`config.mk`:
```
export PLATFORM = sky130hd
export DESIGN_NAME = eag_top
export DESIGN_NICKNAME = d
export VERILOG_FILES = /design/src/rtl/eag_pkg.sv /design/src/rtl/eag_step_dec.sv /design/src/rtl/eag_addr_calc.sv /design/src/rtl/eag_hold_fsm.sv /design/src/rtl/eag_top.sv
export SDC_FILE = /design/constraint.sdc
export NUM_CORES = 1
export LEC_CHECK = 0
export CAP_MARGIN = 30
export CELL_PAD_IN_SITES_DETAIL_PLACEMENT = 0
export CELL_PAD_IN_SITES_GLOBAL_PLACEMENT = 1
export CORE_ASPECT_RATIO = 2
export CORE_MARGIN = 1.5
export CORE_UTILIZATION = 45
export DETAILED_ROUTE_END_ITERATION = 12
export DONT_BUFFER_PORTS = 1
export GPL_ROUTABILITY_DRIVEN = 0
export HOLD_SLACK_MARGIN = 0.1
export MAX_ROUTING_LAYER = met4
export PLACE_DENSITY_LB_ADDON = 0.1
export SLEW_MARGIN = 10
export SYNTH_ARGS = -nofsm -noshare
export SYNTH_HDL_FRONTEND = slang
export SYNTH_HIERARCHICAL = 1
export SYNTH_SLANG_ARGS = --single-unit
export TNS_END_PERCENT = 1
```
`constraint.sdc`:
```
create_clock -name clk -period 5.4 [get_ports clk]
set_input_delay 0.27 -clock clk [delete_from_list [all_inputs] [get_ports clk]]
set_output_delay 0.27 -clock clk [all_outputs]
set_load 0.03 [all_outputs]
```
`src/rtl/eag_pkg.sv`:
```
package eag_pkg;

    typedef enum logic [1:0] {
        MD_IND = 2'd0,
        MD_IDX = 2'd1,
        MD_INC = 2'd2,
        MD_DEC = 2'd3
    } mode_t;

    localparam logic [1:0] SZ_BYTE = 2'd0;
    localparam logic [1:0] SZ_HALF = 2'd1;
    localparam logic [1:0] SZ_WORD = 2'd2;

    typedef enum logic {
        HOLD_NONE = 1'b0,
        HOLD_LIVE = 1'b1
    } hold_state_t;

endpackage

```
`src/rtl/eag_step_dec.sv`:
```
module eag_step_dec #(
    parameter int AW = 32
) (
    input  logic [1:0]    size_i,
    output logic [AW-1:0] step_o,
    output logic          bad_o
);
    import eag_pkg::*;

    always_comb begin
        step_o = '0;
        bad_o  = 1'b0;
        unique case (size_i)
            SZ_BYTE: step_o = AW'(1);
            SZ_HALF: step_o = AW'(2);
            SZ_WORD: step_o = AW'(4);
            default: bad_o  = 1'b1;
        endcase
    end

endmodule

```
`src/rtl/eag_addr_calc.sv`:
```
module eag_addr_calc #(
    parameter int AW = 32,
    parameter int OW = 16
) (
    input  logic [1:0]    mode_i,
    input  logic [AW-1:0] base_i,
    input  logic [OW-1:0] offset_i,
    input  logic [AW-1:0] step_i,
    output logic [AW-1:0] ea_o,
    output logic [AW-1:0] next_o,
    output logic          wb_req_o
);
    import eag_pkg::*;

    localparam int EXT = AW - OW;

    logic [AW-1:0] disp;
    logic [AW-1:0] up;
    logic [AW-1:0] down;

    assign disp = {{EXT{offset_i[OW-1]}}, offset_i};
    assign up   = base_i + step_i;
    assign down = base_i - step_i;

    always_comb begin
        ea_o     = base_i;
        next_o   = base_i;
        wb_req_o = 1'b0;
        unique case (mode_t'(mode_i))
            MD_IND: begin
                ea_o = base_i;
            end
            MD_IDX: begin
                ea_o = base_i + disp;
            end
            MD_INC: begin
                ea_o     = base_i;
                next_o   = up;
                wb_req_o = 1'b1;
            end
            MD_DEC: begin
                ea_o     = down;
                next_o   = down;
                wb_req_o = 1'b1;
            end
            default: begin
                ea_o = base_i;
            end
        endcase
    end

endmodule

```
`src/rtl/eag_hold_fsm.sv`:
```
module eag_hold_fsm #(
    parameter int AW = 32,
    parameter int RW = 4
) (
    input  logic          clk,
    input  logic          rst_n,
    input  logic          wb_fire_i,
    input  logic [RW-1:0] wb_idx_i,
    input  logic [AW-1:0] wb_val_i,
    input  logic [RW-1:0] rd_idx_i,
    output logic          hit_o,
    output logic [AW-1:0] fwd_val_o
);
    import eag_pkg::*;

    hold_state_t   state_q, state_d;
    logic [RW-1:0] idx_q;
    logic [AW-1:0] val_q;

    always_ff @(posedge clk or negedge rst_n) begin
        if (!rst_n) state_q <= HOLD_NONE;
        else        state_q <= state_d;
    end

    always_comb begin
        state_d = state_q;
        unique case (state_q)
            HOLD_NONE: if (wb_fire_i)  state_d = HOLD_LIVE;
            HOLD_LIVE: if (!wb_fire_i) state_d = HOLD_NONE;
            default:   state_d = HOLD_NONE;
        endcase
    end

    always_ff @(posedge clk or negedge rst_n) begin
        if (!rst_n) begin
            idx_q <= '0;
            val_q <= '0;
        end else if (wb_fire_i) begin
            idx_q <= wb_idx_i;
            val_q <= wb_val_i;
        end
    end

    always_comb begin
        hit_o     = 1'b0;
        fwd_val_o = val_q;
        unique case (state_q)
            HOLD_NONE: hit_o = 1'b0;
            HOLD_LIVE: hit_o = (idx_q == rd_idx_i);
            default:   hit_o = 1'b0;
        endcase
    end

    AST_LIVE_AFTER_FIRE: assert property (@(posedge clk) disable iff (!rst_n)
        $past(wb_fire_i) |-> state_q == HOLD_LIVE);
    AST_NONE_AFTER_QUIET: assert property (@(posedge clk) disable iff (!rst_n)
        !$past(wb_fire_i) |-> !hit_o);

endmodule

```
`src/rtl/eag_top.sv`:
```
module eag_top #(
    parameter int AW = 32,
    parameter int OW = 16,
    parameter int RW = 4
) (
    input  logic          clk,
    input  logic          rst_n,
    input  logic          valid_i,
    input  logic [1:0]    mode_i,
    input  logic [1:0]    size_i,
    input  logic [RW-1:0] reg_idx_i,
    input  logic [AW-1:0] base_i,
    input  logic [OW-1:0] offset_i,
    output logic          out_valid_o,
    output logic [AW-1:0] ea_o,
    output logic          wb_en_o,
    output logic [RW-1:0] wb_idx_o,
    output logic [AW-1:0] wb_data_o,
    output logic          err_o
);
    import eag_pkg::*;

    logic [AW-1:0] step;
    logic          bad_size;
    logic          hit;
    logic [AW-1:0] fwd_val;
    logic [AW-1:0] eff_base;
    logic [AW-1:0] ea_c;
    logic [AW-1:0] next_c;
    logic          wb_req;
    logic          wb_fire;

    eag_step_dec #(.AW(AW)) u_step (
        .size_i (size_i),
        .step_o (step),
        .bad_o  (bad_size)
    );

    eag_hold_fsm #(.AW(AW), .RW(RW)) u_hold (
        .clk       (clk),
        .rst_n     (rst_n),
        .wb_fire_i (wb_fire),
        .wb_idx_i  (reg_idx_i),
        .wb_val_i  (next_c),
        .rd_idx_i  (reg_idx_i),
        .hit_o     (hit),
        .fwd_val_o (fwd_val)
    );

    assign eff_base = hit ? fwd_val : base_i;

    eag_addr_calc #(.AW(AW), .OW(OW)) u_calc (
        .mode_i   (mode_i),
        .base_i   (eff_base),
        .offset_i (offset_i),
        .step_i   (step),
        .ea_o     (ea_c),
        .next_o   (next_c),
        .wb_req_o (wb_req)
    );

    assign wb_fire = valid_i && wb_req && !bad_size;

    always_ff @(posedge clk or negedge rst_n) begin
        if (!rst_n) begin
            out_valid_o <= 1'b0;
            ea_o        <= '0;
            wb_en_o     <= 1'b0;
            wb_idx_o    <= '0;
            wb_data_o   <= '0;
            err_o       <= 1'b0;
        end else begin
            out_valid_o <= valid_i;
            wb_en_o     <= wb_fire;
            err_o       <= valid_i && bad_size;
            if (valid_i) begin
                ea_o      <= ea_c;
                wb_idx_o  <= reg_idx_i;
                wb_data_o <= next_c;
            end
        end
    end

    AST_ERR_BLOCKS_WB: assert property (@(posedge clk) disable iff (!rst_n)
        err_o |-> !wb_en_o);
    AST_IDLE_QUIET: assert property (@(posedge clk) disable iff (!rst_n)
        !$past(valid_i) |-> (!out_valid_o && !wb_en_o && !err_o));
    AST_DEC_ADDR_IS_NEW: assert property (@(posedge clk) disable iff (!rst_n)
        (out_valid_o && !err_o && $past(mode_i) == MD_DEC) |-> ea_o == wb_data_o);
    AST_INC_GAP: assert property (@(posedge clk) disable iff (!rst_n)
        (out_valid_o && !err_o && $past(mode_i) == MD_INC) |->
        ((wb_data_o - ea_o) == AW'(1) || (wb_data_o - ea_o) == AW'(2) ||
         (wb_data_o - ea_o) == AW'(4)));
    AST_PLAIN_NO_WB: assert property (@(posedge clk) disable iff (!rst_n)
        (out_valid_o && ($past(mode_i) == MD_IND || $past(mode_i) == MD_IDX)) |->
        !wb_en_o);

endmodule

```
# == Word level (Yosys, flattened, before mapping) ==
# Index checks and enable logic that the tools add are counted.
# word_totals
ff_bits,108
input_bits,59
out_inout_bits,71
word_cells,35
# op_classes
n_addsub,3
eq_ne,6
muxes,8
bitwise,1
reduce_logical,8
# op_table
op,n
case mux 32 bit (3 select lines),1
case mux 32 bit (2 select lines),1
adder 32 x 3 -> 32 bit,1
adder 32 bit,1
two-way mux 32 bit,1
subtractor 32 x 3 -> 32 bit,1
case mux 3 bit (3 select lines),1
== test 2 bit (second input constant),3
== test 2 x 1 -> 1 bit (second input constant),2
== test 4 bit,1
zero test 2 bit,2
OR reduction 2 bit,2
logical AND 1 bit,3
two-way mux 1 bit,3
OR reduction 3 bit,1
case mux 1 bit (2 select lines),1
inverter 1 bit,1

# == Depth between registers and ports, before layout ==
# depth
word_depth,6
depth_mapped,20

# == Cells and area by module ==
# The synthesis kept the hierarchy.
# modules_own_cells
module,instances,cells_each,area_each_um2
eag_addr_calc,1,918,6268.5
eag_top,1,185,3372.0
eag_hold_fsm,1,88,1422.6
eag_step_dec,1,34,247.7

# == Least setup slack after synthesis ==
# OpenSTA, ideal clock, no wires.
# synth_path
kind,register -> register
start,register u_hold.idx_q[3]
end,"register u_hold.val_q[30], in the netlist u_hold/fwd_val_o[30]"
setup_ns,0.125
t_arrival_ns,4.166
required_time_ns,5.275
path_slack_ns,1.109
path_stages_with_launch,21
n_path_buf,2
synth_period_minus_slack_ns,4.291
cell_sequence,dfrtp_1 > nand2b_1 > o2111ai_1 > a2111oi_1 > buf_6 > buf_6 > mux2_2 > inv_1 > ha_1 > fa_1 > and2b_1 > o211ai_2 > a21boi_2 > o31ai_4 > o21ai_2 > a41oi_1 > o31ai_2 > a31oi_1 > mux2i_1 > o211ai_1 > mux2_2
# synth_between
elab_chain_cells,5
word_cells_on_any_way,6
# synth_rtl
element,line,source
start: declaration,eag_hold_fsm.sv:17,logic [RW-1:0] idx_q;
start signal: assignment,eag_hold_fsm.sv:39,idx_q <= wb_idx_i;
== test 4 bit (*),eag_hold_fsm.sv:49,HOLD_LIVE: hit_o = (idx_q == rd_idx_i);
case mux 1 bit (2 select lines) (*),eag_hold_fsm.sv:47,unique case (state_q)
named net hit,eag_top.sv:25,logic hit;
two-way mux 32 bit (*),eag_top.sv:50,assign eff_base = hit ? fwd_val : base_i;
named net eff_base[0],eag_top.sv:27,logic [AW-1:0] eff_base;
subtractor 32 x 3 -> 32 bit or adder 32 x 3 -> 32 bit (tied branches),"eag_addr_calc.sv:23, eag_addr_calc.sv:22",
case mux 32 bit (2 select lines) (*),eag_addr_calc.sv:29,unique case (mode_t'(mode_i))
named net next_c[30],eag_top.sv:29,logic [AW-1:0] next_c;
end signal: assignment,eag_hold_fsm.sv:40,val_q <= wb_val_i;
end: declaration,eag_hold_fsm.sv:18,logic [AW-1:0] val_q;
# Mark *: on every way through the listed nets, which the timed path passes. The rest lies on a longest branch.
# A chain may end at the register's enable or synchronous reset.

# == Final worst setup path ==
# Ends and elaborated chain as after synthesis.

==> summary.txt <==
Outcome: finished, final reports clean
Largest net degree at the start of global routing: 109
Synth Flop Type: dfrtp_1
Buffer depth of the longest clock path: 2
Number of DRC markers in iteration 0: 376
FMAX: 0.200 GHz
Critical path data arrival time: 5.26 ns
Clock Pin Slew Worst Setup and Hold Paths: 0.08 ns
First-pass GRT wire length: 52.0 mm
TritonCTS Buffers: 9
Number of global-route vias before repair: 9230
Die Y: 227 um
Pre-CTS WS: 0.463 ns
Crit path top cell by count: buf_4
Critical Path Source Type: flop
Post-DP Area: 11400 um2
Final net count: 1356
Die area: 26200 um2
CP max stage delay: 0.50 ns
Average cell area after synthesis: 9.23 um2
Final Util: 48.0%
Max VDD drop: 0.159 mV
Final Critical Period: 4.99 ns
Clock root cell: clkbuf_16
Clock skew: 0.0151 ns
Final Max Slew Viols: 0
Hold slack: 0.144 ns
Worst-margin pin slew: 0.946 ns
Post-synthesis cell type count: 92
Seq/Total Area, Yosys: 23.9%
Clk sinks: 108
Final Cell Area: 11800 um2
DP Cell Count: 1514
LEAKAGE: 5.17 nW
Port Buffers: 0
Hold Crit Class: in2reg
Synth Cell Area: 11300 um2
Post-Layout Cell Count: 1537
Fin Setup TNS: 0 ns
Initial antenna violation count: 0
Num rows: 81
RSZ-0062 raised after global routing: no
I/O Pins: 130
Area Overhead vs Synth: 4.10%
Antenna cells: 0
Drt wl/cell: 22.0 um
Critical path required time: 5.67 ns
Pre-antenna DRT Iters: 5
Share of cells above drive strength 1: 19.3%
Initial Utilization: 46.1%
CP bufs+invs: 4
Synthesis warning total: 6
Crit-path slowest cell: ha_1
Antenna viol nets, final: 0
Worst Path Max Fanout: 17
Crit-path cells: nand2b_1 -> o2111ai_1 -> a2111oi_2 -> buf_4 -> buf_4 -> mux2_4 -> ha_1 -> inv_1 -> a21oi_1 -> o21ai_1 -> a31oi_1 -> buf_4 -> a21o_1 -> a31o_1 -> a21oi_1 -> a221oi_2 -> mux2i_1 -> o211ai_1 -> mux2_2
CTS tree: yes
Normalized max-slew margin: 36.8%
Total track usage: 27.1%
Congestion Overflow GR: 0
Post_cts resized: 0
Synth async-reset ratio: 100%
Vias: 8828
Final Cycle Share: 92.5%
Crit path kind: reg2reg
Reg2reg setup slack: 0.41 ns
Power, Total: 3.32 mW
H-tree Lvls: 3
DPL Wire Length: 25.7 mm
Pwr Density: 282 nW/um2
Fillers: 2472
Post-synth EDFFs: 0
Max-cap viol count: 0
DRC Markers: 0
Core area: 24500 um2
Post-synthesis cell count: 1225
Worst Slack Setup Final: 0.408 ns
Final WL: 33.8 mm
Worst-skew pair later-pin latency: 0.38 ns
Hold Vio Cnt, Final: 0
Vias per Instance: 5.74
Crit end category: flop
#FFs+latches synth: 108
Die width: 115 um
Crit path max-delay family: compound AO/OA/AOI/OAI gates
Count of final setup violators: 0
layout by cell type (no fill, tap or decap), drive strengths merged, types with 4 or more instances in the layout:
master,count
a2111oi,7
a211oi,13
a21o,39
a21oi,117
a221oi,4
a22oi,4
a311oi,4
a31o,4
a31oi,11
and2,9
and3,9
buf,26
clkbuf,11
conb,29
dfrtp,108
dlygate4sd3,5
ha,94
inv,78
mux2,149
mux2i,14
nand2,53
nand2b,16
nand3,18
nand4,8
nor2,99
nor2b,17
nor3,17
o211ai,11
o21a,12
o21ai,51
o21bai,16
o221ai,6
o31ai,7
or2,4
or3,7
xnor2,60
xor2,22
per-layer routing:
metal  vias to the layer above  global-route usage [%]  routed length, um
li1                       4244                       -                  -
met1                      4303                    25.6              11700
met2                       194                    52.5              19500
met3                        87                    3.57                950
met4                         0                    13.3               1620
met5                         -                       -                  0
power breakdown:
| group | switching, mW | internal [mW] | total (mW) |
|---|---|---|---|
| sequential | 0.324 | 0.982 | 1.31 |
| combinational | 0.674 | 0.608 | 1.28 |
| clock | 0.342 | 0.392 | 0.734 |
synth_stat cells, types with 11 or more instances:
library cell / instances / area share, %
a21oi_1: 114 / 5.0
dfrtp_1: 108 / 24
nor2_1: 98 / 3.3
ha_1: 94 / 10
mux2_2: 79 / 7.9
inv_1: 71 / 2.4
mux2_4: 70 / 9.3
xnor2_1: 60 / 4.6
nand2_1: 53 / 1.8
a21o_1: 39 / 2.6
o21ai_0: 38 / 1.7
clkbuf_1: 35 / 1.2
buf_4: 33 / 2.2
xor2_1: 22 / 1.7
nand3_1: 18 / 0.80
nor3_1: 17 / 0.75
nand2b_1: 16 / 0.88
nor2b_1: 16 / 0.88
o21bai_1: 15 / 1.0
mux2i_1: 14 / 1.2
o21a_1: 12 / 0.80
a211oi_1: 11 / 0.73
final cells by class:
cell class | count | area, um2 | share of cell area (%)
tap | 332 | 415 | 3.53
clock inverter | 5 | 66.3 | 0.563
clock buffer | 11 | 253 | 2.15
multi-input combinational | 974 | 7770 | 66.0
sequential | 108 | 2700 | 23.0
inverter | 76 | 285 | 2.42
timing repair buffer | 31 | 285 | 2.42
kinds of logic (layout without fill, tap and decap cells):
family / Yosys count / in the layout / share of synthesized area [%]
AO/OA/AOI/OAI: 333 / 333 / 20.4
XOR/XNOR: 82 / 82 / 6.35
adder cells (fa/ha/maj): 97 / 97 / 10.9
buffers and inverters: 171 / 123 / 8.42
flip-flops: 108 / 108 / 23.9
multiplexers: 163 / 163 / 18.4
other: 1 / 29 / 0.0332
AND/OR/NAND/NOR: 270 / 270 / 11.5
path summary, 6_finish.rpt:
| path | start | endpoint | depth (start not counted) |
|---|---|---|---|
| worst max-delay path | u_hold/idx_q[3] | u_hold/fwd_val_o[30] | 19 |
| worst max register to register | u_hold/idx_q[3] | u_hold/fwd_val_o[30] | 19 |
| min in group asynchronous | rst_n | wb_data_o[11] | 2 |
| max in group asynchronous | rst_n | u_hold/fwd_val_o[0] | 2 |
| worst min-delay path | size_i[1] | err_o | 2 |
| worst min register to register | u_hold/fwd_val_o[27] | u_hold/fwd_val_o[27] | 1 |
flip-flops by register name, summed over array words and instances (netlist names):
register / flops
ea_o: 32
u_hold/fwd_val_o: 32
wb_data_o: 32
u_hold/idx_q: 4
wb_idx_o: 4
err_o: 1
out_valid_o: 1
u_hold/state_q: 1
wb_en_o: 1
repair_timing:
item                                   4_1_cts  5_1_grt
hold buffers                                 7        0
endpoints found under the hold margin      182        0
buffers inserted                             0        0
Power figures use the tool's default switching activity.
